File: src/rtl/rz2_pkg.sv
package rz2_pkg;
  localparam int WORD_W   = 32;
  localparam int SHORT_N  = 25;
  localparam int PAR_IDX  = 7;
  localparam int LEN_W    = $clog2(WORD_W + 1);

  // Number of bit times in a frame for the selected length.
  function automatic logic [LEN_W-1:0] frame_bits(input logic long_sel);
    return long_sel ? LEN_W'(WORD_W) : LEN_W'(SHORT_N);
  endfunction

  // Truncate the word to the frame length and optionally place parity at PAR_IDX.
  function automatic logic [WORD_W-1:0] shape_frame(input logic [WORD_W-1:0] w,
                                                    input logic long_sel,
                                                    input logic ins,
                                                    input logic even);
    logic [WORD_W-1:0] d;
    d = long_sel ? w : (w & ((WORD_W'(1) << SHORT_N) - WORD_W'(1)));
    if (ins) begin
      d[PAR_IDX] = 1'b0;
      d[PAR_IDX] = even ? ^d : ~^d;
    end
    return d;
  endfunction
endpackage

File: src/rtl/rz2_bit_timer.sv
module rz2_bit_timer #(
  parameter int DIV = 8
) (
  input  logic clk,
  input  logic rst_n,
  output logic tick,
  output logic first_half
);
  localparam int CW   = (DIV > 1) ? $clog2(DIV) : 1;
  localparam int HALF = DIV / 2;

  logic [CW-1:0] cnt;

  always_ff @(posedge clk or negedge rst_n) begin
    if (!rst_n)    cnt <= '0;
    else if (tick) cnt <= '0;
    else           cnt <= cnt + CW'(1);
  end

  assign tick       = (cnt == CW'(DIV - 1));
  assign first_half = (cnt < CW'(HALF));

  // a new bit time always opens with the clock high
  a_r6_start_high: assert property (@(posedge clk) disable iff (!rst_n)
    tick |=> first_half);
  // the clock is low in the final cycle of a bit time
  a_r6_end_low: assert property (@(posedge clk) disable iff (!rst_n)
    tick |-> !first_half);
endmodule

File: src/rtl/rz2_frame_seq.sv
module rz2_frame_seq
  import rz2_pkg::*;
#(
  parameter int GAP = 4
) (
  input  logic              clk,
  input  logic              rst_n,
  input  logic              tick,
  input  logic              word_valid,
  input  logic [WORD_W-1:0] word_data,
  input  logic              long_sel,
  input  logic              ins,
  input  logic              even,
  output logic              word_take,
  output logic              sym_data,
  output logic              sym_bit
);
  localparam int GW = $clog2(GAP + 1);

  logic [WORD_W-1:0] shreg;
  logic [LEN_W-1:0]  left;
  logic [GW-1:0]     gap_cnt;
  logic              idle, gap_ok;
  logic [WORD_W-1:0] framed;

  assign idle      = (left == '0);
  assign gap_ok    = (gap_cnt >= GW'(GAP));
  assign word_take = tick && idle && gap_ok && word_valid;
  assign framed    = shape_frame(word_data, long_sel, ins, even);

  always_ff @(posedge clk or negedge rst_n) begin
    if (!rst_n) begin
      shreg    <= '0;
      left     <= '0;
      gap_cnt  <= GW'(GAP);
      sym_data <= 1'b0;
      sym_bit  <= 1'b0;
    end else if (tick) begin
      if (!idle) begin
        sym_data <= 1'b1;
        sym_bit  <= shreg[0];
        shreg    <= shreg >> 1;
        left     <= left - LEN_W'(1);
        if (left == LEN_W'(1)) gap_cnt <= '0;
      end else if (word_take) begin
        sym_data <= 1'b1;
        sym_bit  <= framed[0];
        shreg    <= framed >> 1;
        left     <= frame_bits(long_sel) - LEN_W'(1);
      end else begin
        sym_data <= 1'b0;
        sym_bit  <= 1'b0;
        if (!gap_ok) gap_cnt <= gap_cnt + GW'(1);
      end
    end
  end

  // Observation counter for the gap assertion, driven from the emitted symbols.
  logic [GW-1:0] null_seen;
  logic          seen_word;
  always_ff @(posedge clk or negedge rst_n) begin
    if (!rst_n) begin
      null_seen <= '0;
      seen_word <= 1'b0;
    end else if (tick) begin
      if (sym_data) begin
        null_seen <= '0;
        seen_word <= 1'b1;
      end else if (null_seen < GW'(GAP)) begin
        null_seen <= null_seen + GW'(1);
      end
    end
  end

  // symbols change only at bit-time boundaries
  a_r8_sym_hold: assert property (@(posedge clk) disable iff (!rst_n)
    !tick |=> ($stable(sym_data) && $stable(sym_bit)));
  // a word is taken only after the minimum count of null bits
  a_r7_min_gap: assert property (@(posedge clk) disable iff (!rst_n)
    word_take |-> (!sym_data && (!seen_word || null_seen >= GW'(GAP - 1))));
  // the bit time after a take carries data
  a_r8_data_follows: assert property (@(posedge clk) disable iff (!rst_n)
    word_take |=> sym_data);
endmodule

File: src/rtl/rz2_rail_drive.sv
module rz2_rail_drive (
  input  logic sym_data,
  input  logic sym_bit,
  input  logic first_half,
  output logic rail_a,
  output logic rail_b,
  output logic bit_clk
);
  assign rail_a  = sym_data &&  sym_bit && first_half;
  assign rail_b  = sym_data && !sym_bit && first_half;
  assign bit_clk = first_half;
endmodule

File: src/rtl/rz2_tx_encoder.sv
module rz2_tx_encoder
  import rz2_pkg::*;
#(
  parameter int DIV = 8,
  parameter int GAP = 4
) (
  input  logic              clk,
  input  logic              rst_n,
  input  logic              word_valid,
  input  logic [WORD_W-1:0] word_data,
  output logic              word_take,
  input  logic              len_long,
  input  logic              par_en,
  input  logic              par_even,
  input  logic              par_gate_n,
  output logic              rail_a,
  output logic              rail_b,
  output logic              bit_clk
);
  logic tick, first_half, sym_data, sym_bit, ins;

  assign ins = par_en && !par_gate_n;

  rz2_bit_timer #(.DIV(DIV)) u_timer (
    .clk(clk), .rst_n(rst_n), .tick(tick), .first_half(first_half));

  rz2_frame_seq #(.GAP(GAP)) u_seq (
    .clk(clk), .rst_n(rst_n), .tick(tick),
    .word_valid(word_valid), .word_data(word_data),
    .long_sel(len_long), .ins(ins), .even(par_even),
    .word_take(word_take), .sym_data(sym_data), .sym_bit(sym_bit));

  rz2_rail_drive u_drive (
    .sym_data(sym_data), .sym_bit(sym_bit), .first_half(first_half),
    .rail_a(rail_a), .rail_b(rail_b), .bit_clk(bit_clk));

  // the two rails are never high together
  a_r5_rails_exclusive: assert property (@(posedge clk) disable iff (!rst_n)
    !(rail_a && rail_b));
  // pulses sit only in the clock-high half
  a_r4_rz_half: assert property (@(posedge clk) disable iff (!rst_n)
    (rail_a || rail_b) |-> bit_clk);
  // a take is a single-cycle pulse
  a_r7_take_pulse: assert property (@(posedge clk) disable iff (!rst_n)
    word_take |=> !word_take);
endmodule

File: config.mk
export PLATFORM = sky130hd
export DESIGN_NAME = rz2_tx_encoder
export DESIGN_NICKNAME = d
export VERILOG_FILES = /design/src/rtl/rz2_pkg.sv /design/src/rtl/rz2_bit_timer.sv /design/src/rtl/rz2_frame_seq.sv /design/src/rtl/rz2_rail_drive.sv /design/src/rtl/rz2_tx_encoder.sv
export SDC_FILE = /design/constraint.sdc
export NUM_CORES = 1
export LEC_CHECK = 0
export ABC_AREA = 1
export BUFFER_PORTS_ARGS = -buffer_cell sky130_fd_sc_hd__buf_2
export CAP_MARGIN = 0
export CORE_ASPECT_RATIO = 1.1
export CORE_MARGIN = 5
export CORE_UTILIZATION = 45
export CTS_CLUSTER_SIZE = 30
export DETAILED_ROUTE_END_ITERATION = 7
export GPL_ROUTABILITY_DRIVEN = 1
export PLACE_DENSITY = 0.66
export SKIP_LAST_GASP = 1
export SYNTH_ARGS = -nofsm -noshare
export SYNTH_HDL_FRONTEND = slang
export SYNTH_SLANG_ARGS = --single-unit
File: constraint.sdc
create_clock -name clk -period 2.5 [get_ports clk]
set_clock_uncertainty 0.2 [all_clocks]
set_input_delay 0 -clock clk [delete_from_list [all_inputs] [get_ports clk]]
set_output_delay 0 -clock clk [all_outputs]
set_load 0.005 [all_outputs]
# Word-level counts from Yosys, hierarchy flattened
# Cells that the tools add are included.
op_classes:
  addsub: 4
  magnitude_cmp: 2
  eq_ne: 5
  mux: 17
  reduce_logical: 16
op_table:
  columns: ["cell", "count"]
  rows:
  - ["$mux 32", 3]
  - ["$reduce_xnor 32->1", 1]
  - ["$reduce_xor 32->1", 1]
  - ["$mux 6", 3]
  - ["$mux 3", 5]
  - ["$sub 6x1->6 const B", 2]
  - ["$logic_and 1x1->1", 8]
  - ["$add 3x1->3 const B", 2]
  - ["$eq 6x1->1 const B", 1]
  - ["$logic_not 6->1", 1]
  - ["$mux 1", 6]
  - ["$ne 2x2->1 const B", 3]
  - ["$reduce_and 4->1", 1]
  - ["$eq 3x3->1 const B", 1]
  - ["$ge 3x3->1 const B", 1]
  - ["$lt 3x3->1 const B", 1]
  - ["$logic_not 1->1", 2]
  - ["$reduce_and 2->1", 1]
  - ["$reduce_bool 2->1", 1]
totals:
  register_bits: 46
  in_bits: 39
  out_inout_bits: 4
  wordCells: 50

# Longest topological paths before layout
# Gate-level depths: netlist of the first run.
depth:
  depth_word: 6
  ltp_mapped: 16

# Modules after synthesis
# A second synthesis of the first run with hierarchy kept.
unflattened:
  cells_unflattened: 410
  area_unflattened_um2: 2806.4
by_module_without_submodules:
  columns: ["module", "n_inst", "cells_each", "area_each_um2", "seq_area_each_um2"]
  rows:
  - ["rz2_frame_seq", 1, 396, 2666.3, 1052.3]
  - ["rz2_bit_timer", 1, 7, 107.6, 75.1]
  - ["rz2_rail_drive", 1, 5, 22.5, 0.0]
  - ["rz2_tx_encoder", 1, 2, 10.0, 0.0]

# Least setup slack after synthesis of the first run
# Ideal clock, no wire load.
synth_path:
  path_kind: "reg-to-reg"
  startpoint: "reg u_seq.left[0]"
  endpoint: "reg u_seq.left[5]"
  setup_time_ns: 0.121
  arrival_ns: 1.525
  setup_slack_ns: 0.654
  stages_incl_launch_ff: 12
  path_buffers: 0
  period_less_slack_ns: 1.846
  path_cell_list: "dfrtp_1 inv_1 ha_1 nand2_1 nor2_4 nand4_2 nand2_2 nand2_1 nor2_2 nand2_1 o21ai_1 a21oi_1"
synth_between:
  elab_chain_cells: 6
  elab_cells_between_ends: 8
synth_rtl:
  columns: ["element", "line_no", "text"]
  rows:
  - ["start, declared", "rz2_frame_seq.sv:21", "logic [LEN_W-1:0] left;"]
  - ["start signal, assigned", "rz2_frame_seq.sv:43", "left <= left - LEN_W'(1);"]
  - ["start signal, assigned", "rz2_frame_seq.sv:49", "left <= frame_bits(long_sel) - LEN_W'(1);"]
  - ["branches (longest 6 deep; another with $sub 6x1->6)", null, null]
# Several ways; the timed one is not identified.
# A chain may end at the register's enable or synchronous reset.

# Worst setup path in the final report of the first run
layout_path:
  startpoint: "reg u_seq.left[0]"
  endpoint: "reg u_seq.shreg[30]"
layout_between:
  elab_chain_cells: 6
  elab_cells_between_ends: 7
layout_rtl:
  columns: ["element", "line_no", "text"]
  rows:
  - ["$logic_not 6->1 *", "rz2_frame_seq.sv:26", "assign idle = (left == '0);"]
  - ["$logic_and 1x1->1 (3 in series)", "rz2_frame_seq.sv:28", "assign word_take = tick && idle && gap_ok && word_valid;"]
  - ["$ne 2x2->1 (no line)", null, null]
  - ["$reduce_and 2->1 (no line)", null, null]
  - ["end signal, assigned", "rz2_frame_seq.sv:42", "shreg <= shreg >> 1;"]
  - ["end signal, assigned", "rz2_frame_seq.sv:48", "shreg <= framed >> 1;"]
  - ["end, declared", "rz2_frame_seq.sv:20", "logic [WORD_W-1:0] shreg;"]
# Every way passes the cells marked *; elsewhere a longest branch is shown, timed or not.

==> flow_metrics.py, run 1 <==
metrics = {
    "status": {
        "run_status": "completed",
    },
    "placed_design": {
        "placed_cells": 508,
        "gp_routability_congestion": 0.740,
        "detailed_place_hpwl_mm": 4.17,
        "cell_area_after_placement_um2": 3020,
        "place.port_buffers": 42,
        "pre_cts_slack_ps": 357,
    },
    "min_path": {
        "holdPathEnd": "u_seq.shreg[26]",
        "worst_hold_startpoint": "len_long",
        "holdPathStages": 5,
        "min-delay-path-class": "primary input to flop",
    },
    "logic_synthesis": {
        "netlist.top_cell.by_area": "sky130_fd_sc_hd__dfrtp_1",
        "synth-warning-count": 0,
        "synth_top_cell_area_share_pct": 39.7,
        "ys_top_cells_by_count": "162 x sky130_fd_sc_hd__nand2_1, 44 x sky130_fd_sc_hd__dfrtp_1, 40 x sky130_fd_sc_hd__nor2_1",
        "ys_seq_area_share_pct": 40.7,
        "syn_inst": 396,
        "syn-cell-area_um2": 2770,
        "synth_flop_cell": "sky130_fd_sc_hd__dfrtp_1",
        "synth.area.top_cells": "sky130_fd_sc_hd__dfrtp_1 40%, sky130_fd_sc_hd__nand2_1 22%, sky130_fd_sc_hd__a31oi_1 5.9%, sky130_fd_sc_hd__nor2_1 5.4%, sky130_fd_sc_hd__inv_1 4.7%",
        "count_of_unique_library_cells_instantiated_by_yosys": 29,
        "post_synth.cell_area_avg_um2": 7.00,
        "mappedNetlistNets": 441,
        "postSynthRegisterBits": 45,
        "synth.most_common_cell": "sky130_fd_sc_hd__nand2_1",
        "synth_enable_flop_cells": 0,
        "asyncSetResetFlopFracSynth_pct": 100,
    },
    "timing": {
        "actual_transition_at_the_worst_max_transition_pin_ps": 998,
        "setup_tns_final_ps": 0,
        "final.min_clock_period_ps": 2330,
        "relSlewSlack_pct": 33.4,
        "timing_hold_violations_final": 0,
        "timing_max_transition_violations_final": 0,
        "setup_violations": 0,
        "timing.final.ws_setup_ps": 168,
        "worst_hold_slack_ps": 4.67,
        "clock.fmax_mhz": 429,
        "finalCritPeriodShare_pct": 93.3,
    },
    "cells_and_area": {
        "area_delta_synth_final_pct": 28.6,
        "final_util_pct": 58.6,
        "design_area_um2": 3560,
        "seqCellArea_um2": 1130,
        "insertedDiodeCount": 0,
        "nNetsFinal": 522,
        "multiInputGateArea_um2": 1420,
        "finalNonFillerCells": 558,
        "final_layout_size_suffix_gt1_share_pct": 13.4,
        "filler_cell_count": 574,
    },
    "worst_setup_path": {
        "worstSetupEndpointType": "flop",
        "path_class": "flop to flop",
        "cp.arrival_ps": 2310,
        "required_time_of_the_critical_path_ps": 2480,
        "timing.rr.end": "u_seq.shreg[30]",
        "crit_path_start_kind": "flop",
        "rr_worst_depth": 10,
        "rr_startpoint": "u_seq.left[0]",
        "critical_path.max_fanout": 10,
        "ff2ff_setup_slack_ps": 170,
        "crit_start": "u_seq.left[0]",
    },
    "route": {
        "drc_markers": 0,
        "pre_repair_dr_iteration_count": 5,
        "final_antenna_net_count": 0,
        "wl_mm": 6.22,
        "dr_wl_met2_mm": 3.20,
        "vias_per_cell": 4.78,
        "initialDrtViolationCount": 110,
        "m1WireLength_mm": 2.77,
        "wl_met3_um": 188,
        "wire_per_inst_um": 11.1,
        "highest-signal-layer": "met4",
        "via_count": 2665,
    },
    "die": {
        "chipHeight_um": 92.3,
        "floorplan.io_pins": 43,
        "chipWidth_um": 84.8,
        "floorplan.initialDensity_pct": 45.6,
        "placementRows": 30,
        "die_area_um2": 7830,
        "fp.coreArea_um2": 6080,
    },
    "power_and_ir_drop": {
        "p_leak_nw": 1.85,
        "vdd_drop_max_mv": 0.180,
        "power.density_cell_area_nw_per_um2": 433,
        "post-layout-total-power_mw": 1.54,
    },
    "global_route": {
        "grt_antenna_before_repair": 0,
        "grt_util_all_layers_pct": 16.6,
        "grt_first_pass_wirelength_mm": 10.8,
        "grt_overflow_total": 0,
        "number_of_global_route_vias_before_repair": 2522,
        "grt_start_max_net_pins": 46,
    },
    "cts": {
        "tritoncts_clock_tree": "built",
        "tritoncts_buffer_count": 5,
        "numClockSinks": 45,
        "cts_root_buffer": "sky130_fd_sc_hd__clkbuf_8",
        "clkLatencyLatePin_ps": 300,
        "clock_path_buffers": 2,
        "cts-htree-levels": 2,
        "clk_pin_slew_ps": 80,
    },
    "flow_run": {
        "maxCapViolations": 0,
    },
}
==> report_power, final <==
| group | internal (mW) | switching [mW] | leakage [nW] |
|---|---|---|---|
| logic | 0.114 | 0.131 | 1.30 |
| registers | 0.729 | 0.000944 | 0.488 |
| clock network | 0.326 | 0.241 | 0.0585 |
| total | 1.17 | 0.372 | 1.85 |
==> metal layers <==
layer	vias to the layer above	global-route usage, %
met5	-	0
met4	0	4.49
met3	6	2.76
met2	35	30.6
met1	1214	19.8
li1	1410	-
==> cells in the final DEF, fill, tap and decap left out <==
cell                              n
sky130_fd_sc_hd__dlygate4sd3_1   40
sky130_fd_sc_hd__o21ai_0         14
sky130_fd_sc_hd__buf_4            6
sky130_fd_sc_hd__nor2_1          40
sky130_fd_sc_hd__nand3_1         16
sky130_fd_sc_hd__nand2_1        162
sky130_fd_sc_hd__nor2_4           1
sky130_fd_sc_hd__inv_2            3
sky130_fd_sc_hd__o2111ai_1        1
sky130_fd_sc_hd__dfrtp_1         44
sky130_fd_sc_hd__o21ai_1          1
sky130_fd_sc_hd__a21oi_1          5
sky130_fd_sc_hd__o21a_1           1
sky130_fd_sc_hd__nand2_2          1
sky130_fd_sc_hd__clkbuf_1         1
sky130_fd_sc_hd__nand3b_1         2
sky130_fd_sc_hd__clkbuf_8         6
sky130_fd_sc_hd__xnor2_1          7
sky130_fd_sc_hd__dfstp_2          1
sky130_fd_sc_hd__a21oi_2          1
sky130_fd_sc_hd__ha_1             6
sky130_fd_sc_hd__a31oi_1         26
sky130_fd_sc_hd__nor3_1           3
sky130_fd_sc_hd__xor2_1           7
sky130_fd_sc_hd__nand4_4          1
sky130_fd_sc_hd__nor2_2           1
sky130_fd_sc_hd__bufinv_16        1
sky130_fd_sc_hd__buf_2           42
sky130_fd_sc_hd__or2_1            1
sky130_fd_sc_hd__inv_1           35
sky130_fd_sc_hd__o211ai_1         2
==> state kept, by name, indices dropped and copies added, names as in the netlist <==
name            count
u_seq.left          6
u_seq.shreg        31
u_seq.sym_bit       1
u_timer.cnt         3
u_seq.gap_cnt       3
u_seq.sym_data      1
==> timing repair <==
action | 4_1_cts | 5_1_grt
hold buffers | 40 | 0
hold endpoints to repair | 78 | 0
resized for setup | 0 | 1
buffers inserted | 0 | 2
endpoints found under the setup margin | 0 | 1
==> layout make-up <==
type	instances	share of cell area, %
multi-input cells	299	39.9
inverters	38	4.00
well taps	80	2.81
clock inverters	1	0.843
flip-flops and latches	45	31.6
repair buffers	88	18.4
clock buffers	7	2.42
==> worst max path at each step <==
stage	slack (ps)	depth (start not counted)	to
floorplan	650	11	u_seq.left[5]
global route	-10	10	u_seq.shreg[30]
global placement	460	9	u_seq.shreg[9]
detailed placement	360	9	u_seq.shreg[10]
CTS	120	10	u_seq.shreg[30]
finish	170	10	u_seq.shreg[30]
==> cell families (layout without fill, tap and decap cells) <==
| group | after synthesis | in the layout | synth area share, % |
|---|---|---|---|
| simple gates | 228 | 228 | 32.9 |
| compound gates | 51 | 51 | 10.9 |
| flops | 45 | 45 | 40.7 |
| buf+inv | 52 | 134 | 8.36 |
| xor+xnor | 14 | 14 | 4.43 |
| fa+ha+maj | 6 | 6 | 2.71 |
==> critical path, stage by stage (launching register included) <==
cell                            delay [ps]
sky130_fd_sc_hd__dfrtp_1               410
sky130_fd_sc_hd__inv_1                  80
sky130_fd_sc_hd__ha_1                  200
sky130_fd_sc_hd__nand2_1               120
sky130_fd_sc_hd__nor2_4                180
sky130_fd_sc_hd__nand4_4               110
sky130_fd_sc_hd__nand2_2               130
sky130_fd_sc_hd__inv_2                 100
sky130_fd_sc_hd__nand2_1                60
sky130_fd_sc_hd__o21ai_0                70
sky130_fd_sc_hd__dlygate4sd3_1         560
Power figures use the tool's default switching activity.
==> run 2: changes to the inputs <==
Clock period 2.5 ns to 2.3 ns, I/O delays scaled along.
==> run 2 against run 1 <==
Wire length decreased by 0.51%. Largest cell class unchanged. Final cell count did not move. Clock power up 8.1%. Critical path type unchanged. Combinational power rose by 11%.
==> flow_metrics.py, run 2 (synthesis results as in run 1) <==
metrics = {
    "cts": {
        "numClockSinks": 45,
        "tritoncts_clock_tree": "built",
        "cts-htree-levels": 2,
        "cts_root_buffer": "sky130_fd_sc_hd__clkbuf_8",
        "tritoncts_buffer_count": 5,
        "clkLatencyLatePin_ps": 290,
        "clock_path_buffers": 2,
        "clk_pin_slew_ps": 80,
    },
    "placed_design": {
        "cell_area_after_placement_um2": 3030,
        "gp_routability_congestion": 0.736,
        "placed_cells": 509,
        "place.port_buffers": 42,
        "detailed_place_hpwl_mm": 4.26,
    },
    "global_route": {
        "grt_overflow_total": 0,
        "grt_first_pass_wirelength_mm": 10.9,
        "number_of_global_route_vias_before_repair": 2556,
        "grt_start_max_net_pins": 41,
        "grt_antenna_before_repair": 0,
        "grt_util_all_layers_pct": 16.7,
    },
    "worst_setup_path": {
        "critical_path.max_fanout": 4,
        "worstSetupEndpointType": "flop",
        "crit_path_start_kind": "flop",
        "ff2ff_setup_slack_ps": 100,
        "required_time_of_the_critical_path_ps": 2310,
        "path_class": "flop to flop",
        "cp.arrival_ps": 2210,
    },
    "route": {
        "final_antenna_net_count": 0,
        "wl_mm": 6.19,
        "via_count": 2675,
        "pre_repair_dr_iteration_count": 4,
        "initialDrtViolationCount": 116,
        "vias_per_cell": 4.79,
        "drc_markers": 0,
        "wire_per_inst_um": 11.1,
    },
    "min_path": {
        "min-delay-path-class": "primary input to flop",
    },
    "cells_and_area": {
        "mostFrequentLayoutCell": "sky130_fd_sc_hd__nand2_1",
        "layout_top_registers": "u_seq.shreg x31, u_seq.left x6",
        "design_area_um2": 3570,
        "nNetsFinal": 522,
        "mostFrequentLayoutCells": "161 x sky130_fd_sc_hd__nand2_1, 44 x sky130_fd_sc_hd__dfrtp_1, 41 x sky130_fd_sc_hd__buf_2",
        "largest_reg_flops": 31,
        "final_layout_size_suffix_gt1_share_pct": 14.2,
        "multiInputGateArea_um2": 1420,
        "insertedDiodeCount": 0,
        "area_delta_synth_final_pct": 28.8,
        "seqCellArea_um2": 1130,
        "filler_cell_count": 583,
        "finalNonFillerCells": 558,
        "top_register": "u_seq.shreg",
    },
    "die": {
        "floorplan.initialDensity_pct": 45.6,
        "chipWidth_um": 84.8,
        "floorplan.io_pins": 43,
        "placementRows": 30,
        "chipHeight_um": 92.3,
        "die_area_um2": 7830,
        "fp.coreArea_um2": 6080,
    },
    "timing": {
        "worst_hold_slack_ps": 7.37,
        "setup_tns_final_ps": 0,
        "actual_transition_at_the_worst_max_transition_pin_ps": 772,
        "finalCritPeriodShare_pct": 95.8,
        "timing_max_transition_violations_final": 0,
        "relSlewSlack_pct": 48.4,
        "clock.fmax_mhz": 454,
        "timing_hold_violations_final": 0,
        "setup_violations": 0,
        "rsz_0062_raised_after_global_routing": "true",
        "final.min_clock_period_ps": 2200,
    },
    "power_and_ir_drop": {
        "p_leak_nw": 1.84,
        "post-layout-total-power_mw": 1.68,
        "power.density_cell_area_nw_per_um2": 470,
        "vdd_drop_max_mv": 0.387,
    },
    "flow_run": {
        "maxCapViolations": 0,
    },
    "status": {
        "run_status": "completed",
    },
}
## run 2: critical path: stages (launching register included)
cell and delay (ps):
sky130_fd_sc_hd__dfrtp_1 420, sky130_fd_sc_hd__inv_1 90, sky130_fd_sc_hd__ha_2 210, sky130_fd_sc_hd__nand2_1 110, sky130_fd_sc_hd__nor2_4 160, sky130_fd_sc_hd__nand4_2 140
sky130_fd_sc_hd__inv_2 110, sky130_fd_sc_hd__nand2_1 50, sky130_fd_sc_hd__dlygate4sd3_1 550, sky130_fd_sc_hd__o211ai_1 80
## run 2: final cells by class
cell class | count | area share [%]
clock buffer | 6 | 2.31
sequential | 45 | 31.6
timing repair buffer | 88 | 18.5
inverter | 38 | 4.00
multi-input combinational | 299 | 39.7
tap | 80 | 2.81
clock inverter | 2 | 1.05
## run 2: power breakdown
part	internal [mW]	switching, mW	total (mW)
clock network	0.353	0.258	0.612
logic	0.126	0.145	0.271
registers	0.793	0.00107	0.794
total	1.27	0.404	1.68
## run 2: worst paths after layout
check	start	endpoint	cells past startpoint
setup / recovery	u_seq.left[0]	u_seq.sym_bit	9
hold / removal	len_long	u_seq.shreg[25]	5
setup reg to reg	u_seq.left[0]	u_seq.sym_bit	9
hold reg to reg	u_timer.cnt[0]	u_timer.cnt[0]	1
max in group asynchronous	rst_n	u_timer.cnt[0]	3
min in group asynchronous	rst_n	u_seq.shreg[26]	3
## run 2: layer usage
layer / GRT usage (%) / up-vias / share of wire (%)
li1: - / 1413 / -
met5: 0 / - / 0
met2: 30.9 / 51 / 51
met1: 20.4 / 1207 / 45
met3: 2.49 / 4 / 3.4
met4: 3.43 / 0 / 0.82
## run 2: per-stage QoR
| step | setup slack (ps) | utilization [%] |
|---|---|---|
| 2_1_floorplan | 454 | - |
| 3_3_place_gp | 268 | 49.8 |
| 3_5_place_dp | 175 | 49.8 |
| 4_1_cts | 51.3 | 58.4 |
| 5_1_grt | -29.4 | 58.7 |
| 6_report | 96.5 | 58.7 |
## run 2: what timing repair did
action | 4_1_cts | 5_1_grt
endpoints found under the hold margin | 77 | 0
resized for setup | 0 | 4
buffers inserted | 0 | 2
setup endpoints to repair | 0 | 12
hold buffers | 40 | 0
==> run 3: changes to the inputs <==
Settings changed: ABC_AREA 1 to not set.
==> run 3 against run 2 <==
Via count is 23% lower. Maximum frequency increased by 2.5%. Area after synthesis is 10% lower. Synthesized cell count decreased by 36%. Count of clock-buffer cells in the layout is 1 higher. Utilization is 3.1 points higher. Worst hold slack improved by 12 ps. Critical path depth down 2. Register-to-register slack gained 50 ps. Wire length fell by 8.4%. Largest cell class unchanged. Sequential cell count is the same. Sequential power down 0.5%.
==> flow_metrics.py, run 3 <==
metrics = {
    "timing": {
        "setup_tns_final_ps": 0,
        "relSlewSlack_pct": 69.5,
        "setup_violations": 0,
        "actual_transition_at_the_worst_max_transition_pin_ps": 457,
        "final.min_clock_period_ps": 2150,
        "timing_hold_violations_final": 0,
        "timing_max_transition_violations_final": 0,
        "clock.fmax_mhz": 465,
        "rsz_0062_raised_after_global_routing": "true",
        "finalCritPeriodShare_pct": 93.5,
    },
    "logic_synthesis": {
        "syn_inst": 252,
        "postSynthRegisterBits": 45,
        "post_synth.cell_area_avg_um2": 9.86,
        "netlist.top_cell.by_area": "sky130_fd_sc_hd__dfrtp_1",
        "asyncSetResetFlopFracSynth_pct": 100,
        "synth.most_common_cell": "sky130_fd_sc_hd__dfrtp_1",
        "synth_flop_cell": "sky130_fd_sc_hd__dfrtp_1",
        "synth_top_cell_area_share_pct": 44.3,
        "syn-cell-area_um2": 2480,
        "synth.area.top_cells": "sky130_fd_sc_hd__dfrtp_1 44%, sky130_fd_sc_hd__mux2i_1 8.9%, sky130_fd_sc_hd__xnor2_1 8.1%, sky130_fd_sc_hd__o21ai_1 6.6%, sky130_fd_sc_hd__nand2_1 6.3%",
        "ys_seq_area_share_pct": 45.4,
        "count_of_unique_library_cells_instantiated_by_yosys": 35,
        "synth-warning-count": 0,
        "ys_top_cells_by_count": "44 x sky130_fd_sc_hd__dfrtp_1, 42 x sky130_fd_sc_hd__nand2_1, 33 x sky130_fd_sc_hd__o21ai_1",
        "synth_enable_flop_cells": 0,
        "mappedNetlistNets": 297,
    },
    "cells_and_area": {
        "mostFrequentLayoutCells": "44 x sky130_fd_sc_hd__dfrtp_1, 42 x sky130_fd_sc_hd__buf_2, 41 x sky130_fd_sc_hd__nand2_1",
        "area_delta_synth_final_pct": 33.2,
        "layout_top_registers": "u_seq.shreg x31, u_seq.left x6",
        "largest_reg_flops": 31,
        "mostFrequentLayoutCell": "sky130_fd_sc_hd__dfrtp_1",
        "top_register": "u_seq.shreg",
        "design_area_um2": 3310,
        "nNetsFinal": 382,
        "final_layout_size_suffix_gt1_share_pct": 19.8,
    },
    "global_route": {
        "grt_util_all_layers_pct": 17.5,
        "grt_start_max_net_pins": 27,
        "number_of_global_route_vias_before_repair": 2015,
        "grt_antenna_before_repair": 0,
        "grt_overflow_total": 0,
        "grt_first_pass_wirelength_mm": 9.45,
    },
    "route": {
        "final_antenna_net_count": 0,
        "pre_repair_dr_iteration_count": 4,
        "wire_per_inst_um": 13.7,
        "via_count": 2066,
        "wl_mm": 5.67,
        "initialDrtViolationCount": 112,
        "drc_markers": 0,
        "vias_per_cell": 4.99,
    },
    "placed_design": {
        "gp_routability_congestion": 0.883,
        "detailed_place_hpwl_mm": 3.86,
        "place.port_buffers": 42,
        "cell_area_after_placement_um2": 2800,
    },
    "worst_setup_path": {
        "path_class": "flop to flop",
        "rr_worst_depth": 7,
        "ff2ff_setup_slack_ps": 150,
        "worstPathCellList": "inv_1 > ha_1 > nand2b_1 > or2_1 > buf_4 > mux2i_1 > o21ai_1",
        "worstSetupEndpointType": "flop",
        "worst_path_largest_cell_delay_ps": 390,
        "timing.critical_path.slowest_stage_cell": "sky130_fd_sc_hd__dfrtp_1",
        "required_time_of_the_critical_path_ps": 2290,
        "timing.rr.end": "u_seq.shreg[13]",
        "critical_path.max_fanout": 26,
        "cp.arrival_ps": 2140,
        "crit_path_start_kind": "flop",
        "rr_startpoint": "u_seq.left[0]",
    },
    "power_and_ir_drop": {
        "p_leak_nw": 1.64,
        "vdd_drop_max_mv": 0.284,
        "power.density_cell_area_nw_per_um2": 498,
    },
    "die": {
        "floorplan.io_pins": 43,
        "chipWidth_um": 80.8,
        "fp.coreArea_um2": 5360,
        "chipHeight_um": 87.9,
        "placementRows": 28,
        "die_area_um2": 7110,
        "floorplan.initialDensity_pct": 46.3,
    },
    "cts": {
        "cts_setup_buffers": 0,
        "numClockSinks": 45,
        "cts_root_buffer": "sky130_fd_sc_hd__clkbuf_8",
        "clock_path_buffers": 2,
        "cts-htree-levels": 2,
        "tritoncts_buffer_count": 5,
        "clkLatencyLatePin_ps": 300,
        "tritoncts_clock_tree": "built",
        "clk_pin_slew_ps": 90,
    },
    "flow_run": {
        "maxCapViolations": 0,
    },
    "status": {
        "run_status": "completed",
    },
    "min_path": {
        "min-delay-path-class": "primary input to asynchronous set/reset pin",
    },
}
==> run 3: cell types whose count changed after synthesis, sizes merged, moves of 16 or more <==
cell / before / now
nor2: 42 / 9
nand3: 16 / 0
a31oi: 26 / 2
mux2i: 0 / 22
xnor2: 7 / 24
o21ai: 15 / 33
inv: 38 / 9
nand2: 163 / 42
==> run 3: worst max-delay path by stage <==
stage                         startpoint              end  cells after the start
after global routing       u_seq.left[0]    u_seq.left[5]                      8
after global placement     u_seq.left[0]    u_seq.left[5]                      8
after detailed placement   u_seq.left[0]    u_seq.left[5]                      8
final                      u_seq.left[0]  u_seq.shreg[13]                      7
after CTS                  u_seq.left[0]    u_seq.left[5]                      8
after floorplan           u_timer.cnt[0]    u_seq.left[5]                      8
==> run 3: worst max-delay path, delay by kind of cell (launching register included) <==
kind | cells | cell delay, ps
and+or+nand+nor | 2 | 400
AOI/OAI and AO/OA | 1 | 80
muxes | 1 | 270
DFF | 1 | 390
adders and majority gates | 1 | 230
buffers and inverters | 2 | 450
==> run 3: area by class of cell <==
class,instances,area (um2)
Inverter,9,33.8
Sequential cell,45,1130
Fill cell,456,2050
Clock inverter,1,5.00
Antenna cell,1,2.50
Timing Repair Buffer,92,696
Tap cell,75,93.8
Multi-Input combinational cell,184,1250
Clock buffer,7,96.3
==> run 3: logic make-up after synthesis <==
logic type               Yosys count  share of synthesized area (%)
buffers and inverters             23                           4.63
flip-flops                        45                           45.4
adder cells (fa/ha/maj)            6                           3.02
multiplexers                      23                           9.32
XOR/XNOR                          32                           13.2
AND/OR/NAND/NOR                   69                           12.1
AO/OA/AOI/OAI                     54                           12.2
==> run 3: timing repair <==
item                       4_1_cts  5_1_grt
setup endpoints to repair        0       22
hold endpoints to repair        80        0
resized for setup                0        2
hold buffers                    39        0
==> run 3: routing by layer <==
metal	global-route usage (%)	wire length, um	vias up
met5	0	0	-
met4	9.22	174	0
met3	3.29	256	14
met2	28.2	2760	62
met1	22.2	2480	964
li1	-	-	1026
==> run 3: power breakdown <==
group	internal (mW)	switching (mW)	total (mW)
registers	0.790	0	0.790
logic	0.186	0.122	0.308
clock network	0.272	0.275	0.547
total	1.25	0.398	1.65
==> run 3: stage by stage <==
stage	cells	util (%)	power [mW]	hold slack (ps)	setup WS (ps)
6_report	414	61.7	1.65	19.0	151
5_1_grt	413	61.7	1.71	65.1	-9.89
4_1_cts	413	61.5	1.66	35.4	83.3
3_5_place_dp	366	52.3	1.06	-314	109
3_3_place_gp	366	52.3	1.06	-317	194
2_1_floorplan	252	-	0.979	-496	217
